===== src/rtl/wred_pkg.sv =====
package wred_pkg;

    // Occupancy region the current packet falls into
    typedef enum logic [1:0] {
        RG_PASS = 2'd0,
        RG_PROB = 2'd1,
        RG_FULL = 2'd2,
        RG_DROP = 2'd3
    } region_e;

    // Per-packet verdict
    typedef enum logic [1:0] {
        ACT_FWD  = 2'd0,
        ACT_MARK = 2'd1,
        ACT_DROP = 2'd2
    } action_e;

    // Packet flow control states
    typedef enum logic [1:0] {
        ST_IDLE   = 2'd0,
        ST_DECIDE = 2'd1,
        ST_EMIT   = 2'd2
    } state_e;

    localparam logic [1:0] ECN_NONE = 2'b00;
    localparam logic [1:0] ECN_CE   = 2'b11;

    // Ones'-complement 16-bit addition with end-around carry
    function automatic logic [15:0] oc_add(input logic [15:0] a, input logic [15:0] b);
        logic [16:0] s;
        s = {1'b0, a} + {1'b0, b};
        return s[15:0] + {15'd0, s[16]};
    endfunction

endpackage


===== src/rtl/wred_lfsr.sv =====
module wred_lfsr #(
    parameter logic [15:0] SEED = 16'hACE1
) (
    input  logic        clk,
    input  logic        rst_n,
    input  logic        step,
    output logic [15:0] value
);

    logic feedback;

    always_comb begin
        feedback = value[15] ^ value[13] ^ value[12] ^ value[10];
    end

    always_ff @(posedge clk) begin
        if (!rst_n) begin
            value <= SEED;
        end else if (step) begin
            value <= {value[14:0], feedback};
        end
    end

    // a maximal-length register never reaches the all-zero lockup state
    p_lfsr_live_r8: assert property (@(posedge clk) disable iff (!rst_n)
        value != 16'd0);

    // every step produces a different value
    p_lfsr_moves_r8: assert property (@(posedge clk) disable iff (!rst_n)
        step |=> value != $past(value));

endmodule


===== src/rtl/wred_region.sv =====
module wred_region #(
    parameter int DW = 12,
    parameter int PW = 16
) (
    input  logic [DW-1:0]     depth,
    input  logic [DW-1:0]     thr_min,
    input  logic [DW-1:0]     thr_max,
    input  logic [DW-1:0]     thr_drop,
    input  logic [PW-1:0]     pmax,
    input  logic [PW-1:0]     rnd,
    output wred_pkg::region_e region,
    output logic              prob_hit
);
    import wred_pkg::*;

    localparam int PRODW = DW + PW;

    logic [DW-1:0]    span;
    logic [DW-1:0]    excess;
    logic [PRODW-1:0] lhs;
    logic [PRODW-1:0] rhs;

    // Region by strict "exceeds" comparisons, highest limit first
    always_comb begin
        if (depth > thr_drop) begin
            region = RG_DROP;
        end else if (depth > thr_max) begin
            region = RG_FULL;
        end else if (depth > thr_min) begin
            region = RG_PROB;
        end else begin
            region = RG_PASS;
        end
    end

    // Linear ramp without a divider: rnd/2^16 < pmax/2^16 * excess/span
    always_comb begin
        span     = thr_max - thr_min;
        excess   = depth - thr_min;
        lhs      = PRODW'(rnd) * PRODW'(span);
        rhs      = PRODW'(pmax) * PRODW'(excess);
        prob_hit = (region == RG_PROB) && (lhs < rhs);
    end

endmodule


===== src/rtl/wred_csum_patch.sv =====
module wred_csum_patch (
    input  logic [15:0] csum_in,
    input  logic [7:0]  old_byte,
    input  logic [7:0]  new_byte,
    output logic [15:0] csum_out
);
    import wred_pkg::*;

    logic [15:0] partial;
    logic [15:0] total;

    // HC' = ~(~HC + ~m + m'); the upper byte of the word cancels out
    always_comb begin
        partial  = oc_add(~csum_in, ~{8'h00, old_byte});
        total    = oc_add(partial, {8'h00, new_byte});
        csum_out = ~total;
    end

endmodule


===== src/rtl/wred_ecn_marker.sv =====
module wred_ecn_marker #(
    parameter int          DEPTH_W = 12,
    parameter logic [15:0] SEED    = 16'hACE1
) (
    input  logic               clk,
    input  logic               rst_n,
    input  logic [DEPTH_W-1:0] cfg_min,
    input  logic [DEPTH_W-1:0] cfg_max,
    input  logic [DEPTH_W-1:0] cfg_drop,
    input  logic [15:0]        cfg_pmax,
    output logic               cfg_err,
    input  logic               in_valid,
    output logic               in_ready,
    input  logic [DEPTH_W-1:0] in_depth,
    input  logic [7:0]         in_tos,
    input  logic [15:0]        in_csum,
    output logic               out_valid,
    input  logic               out_ready,
    output logic [7:0]         out_tos,
    output logic [15:0]        out_csum,
    output logic               out_drop
);
    import wred_pkg::*;

    localparam int RND_W = 16;

    state_e             state;
    state_e             state_nx;
    logic               accept;

    logic [DEPTH_W-1:0] depth_q;
    logic [7:0]         tos_q;
    logic [15:0]        csum_q;
    logic [RND_W-1:0]   rnd_q;
    logic [RND_W-1:0]   rnd_now;

    region_e            region;
    logic               prob_hit;
    logic               want_mark;
    action_e            action;
    logic [7:0]         tos_new;
    logic [15:0]        csum_patched;

    logic [7:0]         tos_r;
    logic [15:0]        csum_r;
    logic               drop_r;
    logic               err_r;

    // ---------------- random source ----------------
    wred_lfsr #(.SEED(SEED)) u_lfsr (
        .clk   (clk),
        .rst_n (rst_n),
        .step  (accept),
        .value (rnd_now)
    );

    // ---------------- state register ----------------
    always_ff @(posedge clk) begin
        if (!rst_n) begin
            state <= ST_IDLE;
        end else begin
            state <= state_nx;
        end
    end

    always_comb begin
        state_nx = state;
        unique case (state)
            ST_IDLE:   if (in_valid) state_nx = ST_DECIDE;
            ST_DECIDE: state_nx = ST_EMIT;
            ST_EMIT:   if (out_ready) state_nx = ST_IDLE;
            default:   state_nx = ST_IDLE;
        endcase
    end

    assign in_ready  = (state == ST_IDLE);
    assign out_valid = (state == ST_EMIT);
    assign accept    = in_valid && in_ready;

    // ---------------- capture ----------------
    always_ff @(posedge clk) begin
        if (!rst_n) begin
            depth_q <= '0;
            tos_q   <= '0;
            csum_q  <= '0;
            rnd_q   <= '0;
        end else if (accept) begin
            depth_q <= in_depth;
            tos_q   <= in_tos;
            csum_q  <= in_csum;
            rnd_q   <= rnd_now;
        end
    end

    // ---------------- decision ----------------
    wred_region #(.DW(DEPTH_W), .PW(RND_W)) u_region (
        .depth    (depth_q),
        .thr_min  (cfg_min),
        .thr_max  (cfg_max),
        .thr_drop (cfg_drop),
        .pmax     (cfg_pmax),
        .rnd      (rnd_q),
        .region   (region),
        .prob_hit (prob_hit)
    );

    always_comb begin
        want_mark = 1'b0;
        unique case (region)
            RG_PASS: want_mark = 1'b0;
            RG_PROB: want_mark = prob_hit;
            RG_FULL: want_mark = 1'b1;
            RG_DROP: want_mark = 1'b0;
            default: want_mark = 1'b0;
        endcase

        if (region == RG_DROP) begin
            action = ACT_DROP;
        end else if (tos_q[1:0] == ECN_CE) begin
            action = ACT_FWD;
        end else if (want_mark) begin
            action = (tos_q[1:0] == ECN_NONE) ? ACT_DROP : ACT_MARK;
        end else begin
            action = ACT_FWD;
        end

        tos_new = (action == ACT_MARK) ? {tos_q[7:2], ECN_CE} : tos_q;
    end

    wred_csum_patch u_csum (
        .csum_in  (csum_q),
        .old_byte (tos_q),
        .new_byte (tos_new),
        .csum_out (csum_patched)
    );

    // ---------------- output registers ----------------
    always_ff @(posedge clk) begin
        if (!rst_n) begin
            tos_r  <= '0;
            csum_r <= '0;
            drop_r <= 1'b0;
            err_r  <= 1'b0;
        end else begin
            err_r <= !((cfg_min <= cfg_max) && (cfg_max <= cfg_drop));
            if (state == ST_DECIDE) begin
                tos_r  <= tos_new;
                csum_r <= (action == ACT_MARK) ? csum_patched : csum_q;
                drop_r <= (action == ACT_DROP);
            end
        end
    end

    assign out_tos  = tos_r;
    assign out_csum = csum_r;
    assign out_drop = drop_r;
    assign cfg_err  = err_r;

    // ---------------- assertions ----------------
    // a stalled result does not move
    p_hold_r10: assert property (@(posedge clk) disable iff (!rst_n)
        out_valid && !out_ready |=> out_valid && $stable(out_tos)
                                   && $stable(out_csum) && $stable(out_drop));

    // no new packet is taken while a result is pending
    p_busy_r10: assert property (@(posedge clk) disable iff (!rst_n)
        out_valid |-> !in_ready);

    // fixed two-cycle latency from acceptance to result
    p_latency_r10: assert property (@(posedge clk) disable iff (!rst_n)
        accept |=> ##1 out_valid);

    // a forwarded packet keeps its upper six ToS bits
    p_upper_bits_r3: assert property (@(posedge clk) disable iff (!rst_n)
        out_valid && !out_drop |-> out_tos[7:2] == tos_q[7:2]);

    // a non-capable packet never leaves with a mark
    p_no_mark_plain_r5: assert property (@(posedge clk) disable iff (!rst_n)
        out_valid && tos_q[1:0] == ECN_NONE |-> out_tos[1:0] == ECN_NONE);

    // an existing congestion mark is never cleared
    p_ce_kept_r6: assert property (@(posedge clk) disable iff (!rst_n)
        out_valid && tos_q[1:0] == ECN_CE |-> out_drop || out_tos[1:0] == ECN_CE);

    // an untouched byte leaves the checksum untouched
    p_csum_same_r7: assert property (@(posedge clk) disable iff (!rst_n)
        out_valid && out_tos == tos_q |-> out_csum == csum_q);

endmodule


===== config.mk =====
export PLATFORM = sky130hd
export DESIGN_NAME = wred_ecn_marker
export DESIGN_NICKNAME = d
export VERILOG_FILES = /design/src/rtl/wred_pkg.sv /design/src/rtl/wred_lfsr.sv /design/src/rtl/wred_region.sv /design/src/rtl/wred_csum_patch.sv /design/src/rtl/wred_ecn_marker.sv
export SDC_FILE = /design/constraint.sdc
export NUM_CORES = 1
export LEC_CHECK = 0
export ABC_CLOCK_PERIOD_IN_PS = 14170
export BUFFER_PORTS_ARGS = -buffer_cell sky130_fd_sc_hd__buf_2
export CAP_MARGIN = 0
export CORE_MARGIN = 2
export CORE_UTILIZATION = 46
export DETAILED_ROUTE_END_ITERATION = 8
export PLACE_DENSITY = 0.66
export SYNTH_ARGS = -nofsm -noshare
export SYNTH_HDL_FRONTEND = slang
export SYNTH_SLANG_ARGS = --single-unit

===== constraint.sdc =====
create_clock -name clk -period 14.17 [get_ports clk]
set_input_delay 2.1255 -clock clk [delete_from_list [all_inputs] [get_ports clk]]
set_output_delay 2.1255 -clock clk [all_outputs]
set_load 0.02 [all_outputs]

==> results of run 1 <==
[state kept, by name, summed over array words and instances (netlist names)]
register / count
out_tos: 8
u_lfsr.value: 8
out_csum: 16
tos_q: 8
rnd_q: 16
csum_q: 16
cfg_err: 1
state: 2
out_drop: 1
depth_q: 12
[cells by family after synthesis]
family          after synthesis  share of synthesized area (%)
buf+inv                     553                           10.6
flops                        88                           8.95
simple gates                819                           20.4
fa+ha+maj                   523                           44.1
compound gates              336                           10.9
xor+xnor                     97                           4.35
mux                          14                          0.750
[worst register-to-register path, delay by kind of cell (launching register included)]
kind,cells,cell delay (ns)
simple gates,16,3.13
compound gates,26,3.88
buf+inv,4,0.19
flops,1,0.50
fa+ha+maj,12,4.26
xor+xnor,1,0.17
[placed cells by master, fill, tap and decap left out, types with 5 or more instances in the layout]
cell / Yosys / layout
o21ai_2: 2 / 14
xnor2_1: 65 / 63
and3_1: 9 / 8
o21bai_1: 13 / 13
xor2_1: 31 / 31
o21ai_0: 50 / 31
or3b_2: 11 / 11
inv_1: 461 / 461
nor3b_2: 2 / 10
or3_1: 9 / 8
a211oi_1: 15 / 13
o31ai_1: 6 / 5
nor3_1: 22 / 18
nor2b_1: 24 / 21
clkbuf_16: 0 / 9
nor2_1: 84 / 79
o21ai_1: 3 / 10
o21a_1: 11 / 11
nand2_1: 396 / 395
a21oi_2: 2 / 13
nand2b_1: 58 / 58
nor2_2: 1 / 5
nor3b_1: 24 / 16
and2_1: 103 / 101
a21o_1: 28 / 28
fa_1: 284 / 282
a31oi_1: 8 / 5
a21oi_1: 135 / 123
ha_1: 239 / 235
mux2i_1: 11 / 11
dfxtp_1: 88 / 88
nand3_1: 28 / 27
nand4_1: 24 / 24
o211ai_1: 12 / 12
a21boi_2: 0 / 11
buf_4: 1 / 178
buf_2: 5 / 119
[layer usage]
layer / wire length (um) / share of wire (%) / GRT usage (%) / vias up
met5: 0 / 0 / 0 / -
met4: 2120 / 3.9 / 9.23 / 0
met3: 2980 / 5.4 / 2.11 / 96
met2: 26400 / 48 / 43.2 / 517
met1: 23400 / 43 / 33.4 / 8416
li1: - / - / - / 8110
[power by group through the flow]
stage	logic [mW]	registers, mW	clock network (mW)
after floorplan	3.43	0.285	0
after CTS	5.14	0.291	0.260
after global placement	4.89	0.297	0
after global routing	5.97	0.294	0.266
after detailed placement	4.97	0.297	0
final	5.28	0.293	0.257
[how the worst max path moves through the flow]
stage | end | startpoint | cells after the start | slack, ns
final | out_csum[14]$_SDFFE_PN0N_ | cfg_min[1] | 61 | 0.43
after global placement | out_csum[15]$_SDFFE_PN0N_ | cfg_min[1] | 62 | -0.67
after CTS | out_csum[14]$_SDFFE_PN0N_ | cfg_min[1] | 60 | 0.001
after global routing | out_csum[14]$_SDFFE_PN0N_ | cfg_min[1] | 61 | -0.11
after floorplan | out_csum[15]$_SDFFE_PN0N_ | cfg_min[1] | 60 | 0.02
after detailed placement | out_csum[14]$_SDFFE_PN0N_ | cfg_min[1] | 57 | -0.89
[final cells by class]
type | count | area (um^2) | share of cell area, %
multi-input cells | 1789 | 16200 | 71.3
repair buffers | 302 | 2020 | 8.91
flip-flops and latches | 88 | 1760 | 7.76
inverters | 462 | 1730 | 7.64
well taps | 539 | 674 | 2.97
clock buffers | 9 | 225 | 0.992
clock inverters | 7 | 85.1 | 0.375
diodes | 2 | 5.00 | 0.0220
[metrics by stage]
step | cell area, um^2 | instances | hold slack, ns | setup TNS [ns]
after global routing | 22700 | 3197 | 0.471 | -0.356
after detailed placement | 21900 | 3165 | 0.447 | -7.32
after floorplan | 19700 | 2430 | 0.432 | 0
after CTS | 22300 | 3183 | 0.458 | 0
after global placement | 21900 | 3165 | 0.437 | -3.72
final | 22700 | 3198 | 0.456 | 0
[timing repair]
| action | 4_1_cts | 5_1_grt |
|---|---|---|
| pin swaps | 19 | 49 |
| resized for setup | 27 | 80 |
| endpoints found under the setup margin | 11 | 14 |
| hold buffers | 0 | 0 |
| hold endpoints to repair | 0 | 0 |
| setup buffers | 2 | 13 |
==> impl_metrics.env, run 1 <==
export IMPL_fin_nets=3267
export IMPL_setup_viol=0
export IMPL_skew_ns=0.0109
export IMPL_drv_slew=0
export IMPL_p_int_mw=2.91
export IMPL_grt_max_degree=78
export IMPL_crit_arrival_ns=13.94
export IMPL_port_buffer_count=119
export IMPL_antenna_found_initial=1
export IMPL_start_util_pct=46.7
export IMPL_max_freq_ghz=0.0728
export IMPL_async_reset_ff_share_pct=0
export IMPL_p_switching_mw=2.92
export IMPL_timing_final_ws_setup_ns=0.433
export IMPL_yosysMostFrequentCell="inv_1"
export IMPL_status="finished, final reports clean"
export IMPL_power_frac_seq_pct=5.0
export IMPL_synth_area_leaders="fa_1 29%, ha_1 15%, dfxtp_1 8.9%, inv_1 8.8%, nand2_1 7.6%"
export IMPL_drt_wl_total_um=54900
export IMPL_dp_hpwl_um=45200
export IMPL_slew_headroom_pct=21.5
export IMPL_viasPerCell=5.36
export IMPL_cts_max_level=3
export IMPL_ys_top_cells_by_count="461 x inv_1, 396 x nand2_1, 284 x fa_1"
export IMPL_synth_top_area_cell="fa_1"
export IMPL_grt_pass1_vias=17687
export IMPL_grtUsageTotal_pct=25.2
export IMPL_cts_path_max_buffers=2
export IMPL_hold_path_cell_count=2
export IMPL_p_per_area_mw_per_mm2=257
export IMPL_path_buf_inv=6
export IMPL_r2r_end="out_csum[14]$_SDFFE_PN0N_"
export IMPL_cts_tree="built"
export IMPL_crit_fanout=3
export IMPL_drc=0
export IMPL_avgSynthCellArea_um2=8.10
export IMPL_cts_sinks=88
export IMPL_cts_root_buf="clkbuf_16"
export IMPL_hold_path_startpoint="out_tos[0]$_SDFFE_PN0N_"
export IMPL_min_period_ns=13.74
export IMPL_ios=120
export IMPL_timing_final_crit_share_pct=96.9
export IMPL_fillers=3983
export IMPL_antenna_left=0
export IMPL_syn2layout_area_growth_pct=15.4
export IMPL_slowest_delay_ns=0.54
export IMPL_synthCells=2430
export IMPL_final_util_pct=53.9
export IMPL_cp_top_family="adder cells"
export IMPL_hold_viol=0
export IMPL_startpoint_type="input port"
export IMPL_die_y_um=211
export IMPL_cap_viol_max_count=0
export IMPL_place_ws_ns=-0.885
export IMPL_synth_nets=3045
export IMPL_wl_per_cell_um=17.2
export IMPL_path_class="in2reg"
export IMPL_clk_latency_ns=0.35
export IMPL_dr_pass1_iters=5
export IMPL_crit_top_cell="a21o_1"
export IMPL_finalPower_mw=5.83
export IMPL_layout_drive_gt1_share_pct=16.4
export IMPL_netlist_area_mm2=0.0197
export IMPL_cts_clk_slew_worst_paths_ns=0.07
export IMPL_synth_top_cell_area_share_pct=28.9
export IMPL_synth_edf_count=0
export IMPL_ys_seq_elements=88
export IMPL_synth_cell_type_count=80
export IMPL_core_area_mm2=0.0421
export IMPL_r2r_start="depth_q[1]$_SDFFE_PN0P_"
export IMPL_leakage_nw=11.5
export IMPL_die_width_um=211
export IMPL_yosysWarnings=0
export IMPL_crit_required_ns=14.37
export IMPL_yosysSeqAreaShare_pct=8.95
export IMPL_reg2reg_setup_slack_ns=1.91
export IMPL_tightestPinTransition_ns=1.17
export IMPL_synth_main_ff_cell="dfxtp_1"
export IMPL_vias=17139
export IMPL_endpoint_kind="register"
export IMPL_cp_slowest_cell="fa_1"
export IMPL_reg2reg_depth=59
export IMPL_row_count=75
export IMPL_die_area_mm2=0.0445
export IMPL_irDropWorstVdd_mv=0.411
export IMPL_cts_made_buffers=9
export IMPL_hold_end="out_tos[0]$_SDFFE_PN0N_"
export IMPL_gp_congestion=0.934
export IMPL_grt_ovfl_total=0
export IMPL_hp_class="reg2reg"
export IMPL_power_share_clock_pct=4.4
export IMPL_comb_power_share_pct=90.6
export IMPL_grt_pass1_wl_um=88900
export IMPL_p_sw_share_pct=50.1
export IMPL_initialDrtViolationCount=1006
Power figures use the tool's default switching activity.
==> run 2: changes to the inputs <==
--- a/config.mk
+++ b/config.mk
@@ -5,13 +5,12 @@
 export SDC_FILE = /design/constraint.sdc
 export NUM_CORES = 1
 export LEC_CHECK = 0
-export ABC_CLOCK_PERIOD_IN_PS = 14170
+export ABC_CLOCK_PERIOD_IN_PS = 14900
 export BUFFER_PORTS_ARGS = -buffer_cell sky130_fd_sc_hd__buf_2
 export CAP_MARGIN = 0
 export CORE_MARGIN = 2
 export CORE_UTILIZATION = 46
 export DETAILED_ROUTE_END_ITERATION = 8
-export PLACE_DENSITY = 0.66
 export SYNTH_ARGS = -nofsm -noshare
 export SYNTH_HDL_FRONTEND = slang
 export SYNTH_SLANG_ARGS = --single-unit
==> constraint.sdc (replaced) <==
create_clock -name clk -period 14.9 [get_ports clk]
set_input_delay 2.235 -clock clk [delete_from_list [all_inputs] [get_ports clk]]
set_output_delay 2.235 -clock clk [all_outputs]
set_load 0.02 [all_outputs]
==> impl_metrics.env, run 2 (synthesis gave the netlist of run 1 again) <==
export IMPL_min_period_ns=14.19
export IMPL_vias=16806
export IMPL_hold_path_cell_count=2
export IMPL_cts_sinks=88
export IMPL_cts_root_buf="clkbuf_16"
export IMPL_antenna_left=0
export IMPL_cts_max_level=3
export IMPL_most_common_layout_cells="461 x inv_1, 395 x nand2_1, 284 x fa_1, 239 x ha_1, 129 x a21oi_1"
export IMPL_tightestPinTransition_ns=1.32
export IMPL_drv_slew=0
export IMPL_clk_latency_ns=0.34
export IMPL_crit_top_cell="fa_1"
export IMPL_initialDrtViolationCount=1016
export IMPL_skew_ns=0.00951
export IMPL_port_buffer_count=119
export IMPL_drc=0
export IMPL_grt_ovfl_total=0
export IMPL_tns_ns=0
export IMPL_drt_wl_total_um=56300
export IMPL_multi_input_area_mm2=0.0160
export IMPL_die_width_um=211
export IMPL_grt_pass1_wl_um=91600
export IMPL_row_count=75
export IMPL_reg2reg_depth=61
export IMPL_r2r_start="depth_q[2]$_SDFFE_PN0P_"
export IMPL_r2r_end="out_csum[15]$_SDFFE_PN0N_"
export IMPL_startpoint_type="input port"
export IMPL_antennaDiodeCount=0
export IMPL_grtUsageTotal_pct=26.2
export IMPL_ios=120
export IMPL_crit_fanout=3
export IMPL_stdcell_area_mm2=0.0221
export IMPL_dr_pass1_iters=7
export IMPL_cp_slowest_cell="fa_1"
export IMPL_fillers=4066
export IMPL_slew_headroom_pct=11.2
export IMPL_hold_viol=0
export IMPL_regArea_mm2=0.00176
export IMPL_wl_per_cell_um=17.9
export IMPL_p_per_area_mw_per_mm2=239
export IMPL_antenna_found_initial=3
export IMPL_grt_pass1_vias=17421
export IMPL_hold_end="out_csum[1]$_SDFFE_PN0N_"
export IMPL_final_common_cell="inv_1"
export IMPL_syn2layout_area_growth_pct=12.0
export IMPL_viasPerCell=5.35
export IMPL_placedCellCount=3116
export IMPL_cts_path_max_buffers=2
export IMPL_core_area_mm2=0.0421
export IMPL_crit_arrival_ns=14.46
export IMPL_finalPower_mw=5.26
export IMPL_status="finished, final reports clean"
export IMPL_layout_drive_gt1_share_pct=13.1
export IMPL_cap_viol_max_count=0
export IMPL_path_class="in2reg"
export IMPL_hold_path_startpoint="out_csum[1]$_SDFFE_PN0N_"
export IMPL_grt_max_degree=78
export IMPL_dpl_cell_area_mm2=0.0215
export IMPL_start_util_pct=46.7
export IMPL_fin_cells=3140
export IMPL_hp_class="reg2reg"
export IMPL_endpoint_kind="register"
export IMPL_die_y_um=211
export IMPL_setup_viol=0
export IMPL_fin_nets=3211
export IMPL_cts_tree="built"
export IMPL_irDropWorstVdd_mv=0.343
export IMPL_cts_made_buffers=9
export IMPL_leakage_nw=11.1
export IMPL_die_area_mm2=0.0445
export IMPL_cts_clk_slew_worst_paths_ns=0.07
export IMPL_dp_hpwl_um=46900
export IMPL_crit_required_ns=15.18
export IMPL_reg2reg_setup_slack_ns=2.22
export IMPL_timing_final_crit_share_pct=95.2
export IMPL_slowest_delay_ns=0.55
export IMPL_max_freq_ghz=0.0705
export IMPL_gp_congestion=0.934
-- run 2: cell count changes in the layout (fill, tap and decap cells not counted), sizes merged --
cell / change
buf: -57
bufbuf: +1
bufinv: -1
clkinv: +3
clkinvlp: -1
diode: -2
inv: -1
-- run 2: worst max path at each step --
| stage | slack (ns) | endpoint | cells past startpoint | from |
|---|---|---|---|---|
| 6_report | 0.71 | out_csum[15]$_SDFFE_PN0N_ | 63 | cfg_min[1] |
| 5_1_grt | -0.12 | out_csum[15]$_SDFFE_PN0N_ | 63 | cfg_min[1] |
| 4_1_cts | 0.06 | out_csum[15]$_SDFFE_PN0N_ | 62 | cfg_min[1] |
| 3_5_place_dp | -0.46 | out_csum[15]$_SDFFE_PN0N_ | 62 | cfg_min[1] |
| 3_3_place_gp | -0.18 | out_csum[15]$_SDFFE_PN0N_ | 62 | cfg_min[1] |
| 2_1_floorplan | 0.24 | out_csum[15]$_SDFFE_PN0N_ | 60 | cfg_min[1] |
-- run 2: report_power, final --
part	total [mW]	switching [mW]	internal [mW]
Clock	0.226	0.107	0.119
Sequential	0.281	0.0308	0.250
Combinational	4.76	2.62	2.14
Total	5.26	2.76	2.50
-- run 2: through the flow --
step / hold WS (ns) / setup WS (ns) / utilization [%]
2_1_floorplan: 0.432 / 0.238 / -
3_3_place_gp: 0.438 / -0.180 / 51.1
3_5_place_dp: 0.448 / -0.461 / 51.1
4_1_cts: 0.462 / 0.0559 / 51.9
5_1_grt: 0.486 / -0.117 / 52.4
6_report: 0.460 / 0.712 / 52.4
-- run 2: worst max-delay path: cells and delay by family --
kind,cells,cell delay (ns)
AO/OA/AOI/OAI,28,4.23
XOR/XNOR,1,0.15
adder cells (fa/ha/maj),11,4.24
buffers and inverters,7,0.50
multiplexers,1,0.31
AND/OR/NAND/NOR,15,2.78
-- run 2: per-layer routing --
layer,share of wire (%),vias to the layer above,wire (um),GRT usage (%)
met4,3.4,2,1910,8.09
met3,5.8,92,3270,3.40
met2,47,493,26700,44.6
met5,0.030,-,17,0
li1,-,7991,-,-
met1,43,8228,24400,34.7
-- run 2: area by class of cell --
type / count / share of cell area (%)
Clock buffer: 9 / 1.02
Sequential cell: 88 / 7.99
Inverter: 462 / 7.86
Tap cell: 539 / 3.06
Timing Repair Buffer: 246 / 7.14
Multi-Input combinational cell: 1789 / 72.6
Clock inverter: 7 / 0.340
-- run 2: timing repair --
item | CTS | global route
hold buffers | 0 | 0
gates resized for setup | 7 | 52
setup endpoints to repair | 4 | 15
pin swaps | 0 | 25
buffers inserted | 0 | 8
==> run 3: changes to the inputs <==
==> constraint.sdc (replaced) <==
create_clock -name clk -period 14.9 [get_ports clk]
set_input_delay 0 -clock clk [delete_from_list [all_inputs] [get_ports clk]]
set_output_delay 0 -clock clk [all_outputs]
set_load 0.02 [all_outputs]
==> impl_metrics.env, run 3 (synthesis gave the netlist of run 1 again) <==
export IMPL_wl_per_cell_um=17.8
export IMPL_cp_startpoint="depth_q[0]$_SDFFE_PN0P_"
export IMPL_crit_required_ns=15.18
export IMPL_startpoint_type="register"
export IMPL_crit_fanout=12
export IMPL_grt_pass1_vias=17192
export IMPL_slowest_delay_ns=0.66
export IMPL_cp_slowest_cell="xnor2_1"
export IMPL_hold_slack_ns=0.00885
export IMPL_hold_viol=0
export IMPL_crit_top_cell="fa_1"
export IMPL_initialDrtViolationCount=851
export IMPL_regArea_mm2=0.00176
export IMPL_die_width_um=211
export IMPL_path_buf_inv=8
export IMPL_row_count=75
export IMPL_timing_final_ws_setup_ns=0.890
export IMPL_irDropWorstVdd_mv=0.315
export IMPL_setup_viol=0
export IMPL_drt_wl_total_um=54800
export IMPL_gp_congestion=0.888
export IMPL_viasPerCell=5.39
export IMPL_core_area_mm2=0.0421
export IMPL_multi_input_area_mm2=0.0159
export IMPL_cts_tree="built"
export IMPL_r2r_end="out_csum[15]$_SDFFE_PN0N_"
export IMPL_layout_drive_gt1_share_pct=8.25
export IMPL_most_common_layout_cells="461 x inv_1, 395 x nand2_1, 284 x fa_1, 239 x ha_1, 135 x a21oi_1"
export IMPL_syn2layout_area_growth_pct=9.15
export IMPL_final_common_cell="inv_1"
export IMPL_antenna_found_initial=1
export IMPL_die_y_um=211
export IMPL_cts_max_level=3
export IMPL_grt_pass1_wl_um=89300
export IMPL_start_util_pct=46.7
export IMPL_drv_slew=0
export IMPL_drc=0
export IMPL_cts_sinks=88
export IMPL_antenna_left=0
export IMPL_cts_root_buf="clkbuf_16"
export IMPL_endpoint_kind="register"
export IMPL_slew_headroom_pct=31.8
export IMPL_cp_top_family="adder cells"
export IMPL_port_buffer_count=119
export IMPL_grt_ovfl_total=0
export IMPL_fillers=4088
export IMPL_tightestPinTransition_ns=1.02
export IMPL_max_freq_ghz=0.0714
export IMPL_crit_arrival_ns=14.29
export IMPL_placedCellCount=3019
export IMPL_skew_ns=0.0171
export IMPL_cp_depth=62
export IMPL_p_per_area_mw_per_mm2=227
export IMPL_cts_clk_slew_worst_paths_ns=0.08
export IMPL_fin_cells=3074
export IMPL_cap_viol_max_count=0
export IMPL_ios=120
export IMPL_r2r_start="depth_q[0]$_SDFFE_PN0P_"
export IMPL_vias=16557
export IMPL_timing_final_crit_share_pct=94.0
export IMPL_leakage_nw=10.8
export IMPL_reg2reg_depth=62
export IMPL_fin_nets=3143
export IMPL_path_class="reg2reg"
export IMPL_grt_max_degree=78
export IMPL_grtUsageTotal_pct=25.4
export IMPL_place_ws_ns=0.581
export IMPL_reg2reg_setup_slack_ns=0.89
export IMPL_clk_latency_ns=0.36
export IMPL_cts_made_buffers=9
export IMPL_hp_class="in2reg"
export IMPL_cts_path_max_buffers=2
export IMPL_status="finished, final reports clean"
export IMPL_die_area_mm2=0.0445
export IMPL_critical_path_endpoint="out_csum[15]$_SDFFE_PN0N_"
export IMPL_dr_pass1_iters=7
export IMPL_dp_hpwl_um=45000
export IMPL_min_period_ns=14.01
-- run 3: cell types whose count changed in the layout (fill, tap and decap cells not counted), moves of 6 or more --
cell / change
a21oi_2: -6
a21oi_1: +6
a21boi_0: +7
o21ai_0: +10
dlygate4sd3_1: +35
buf_4: -104
-- run 3: repair_timing --
action | CTS | global route
setup endpoints to repair | 0 | 12
endpoints found under the hold margin | 35 | 0
setup buffers | 0 | 1
gates resized for setup | 0 | 9
hold buffers | 35 | 0
-- run 3: layer usage --
layer / GRT usage (%) / vias to the layer above / part of all wire (%)
met5: 0 / - / 0.024
met4: 8.43 / 2 / 3.2
met3: 3.63 / 90 / 6.1
met2: 42.6 / 506 / 47
met1: 33.8 / 8087 / 44
li1: - / 7872 / -
-- run 3: how the worst min path moves through the flow --
stage | start | endpoint | slack, ns | cells past startpoint
floorplan | in_depth[0] | depth_q[0]$_SDFFE_PN0P_ | 0.14 | 2
global route | rst_n | u_lfsr.value[7]$_SDFFE_PN1P_ | 0.002 | 2
detailed placement | in_csum[4] | csum_q[4]$_SDFFE_PN0P_ | 0.25 | 3
global placement | in_tos[3] | tos_q[3]$_SDFFE_PN0P_ | 0.24 | 3
CTS | rst_n | u_lfsr.value[7]$_SDFFE_PN1P_ | 0.005 | 2
finish | rst_n | u_lfsr.value[7]$_SDFFE_PN1P_ | 0.009 | 2
-- run 3: final cells by class --
| cell class | instances | area share (%) |
|---|---|---|
| Inverter | 462 | 8.07 |
| Tap cell | 539 | 3.14 |
| Antenna cell | 2 | 0.0233 |
| Multi-Input combinational cell | 1789 | 73.9 |
| Timing Repair Buffer | 178 | 5.25 |
| Clock buffer | 12 | 1.15 |
| Sequential cell | 88 | 8.20 |
| Clock inverter | 4 | 0.239 |
-- run 3: metrics by stage --
stage | cell area, um^2 | setup TNS, ns | utilization [%] | power, mW
after CTS | 21500 | 0 | 50.9 | 4.92
after detailed placement | 20800 | 0 | 49.4 | 4.63
after floorplan | 19700 | 0 | - | 3.53
after global routing | 21500 | -0.0363 | 51.0 | 5.55
after global placement | 20800 | 0 | 49.4 | 4.53
final | 21500 | 0 | 51.0 | 4.87
-- run 3: power breakdown --
part / leakage [nW] / internal, mW / total (mW) / switching (mW)
registers: 0.722 / 0.251 / 0.279 / 0.0285
logic: 9.89 / 1.88 / 4.35 / 2.48
clock network: 0.143 / 0.135 / 0.239 / 0.104
total: 10.8 / 2.26 / 4.87 / 2.61
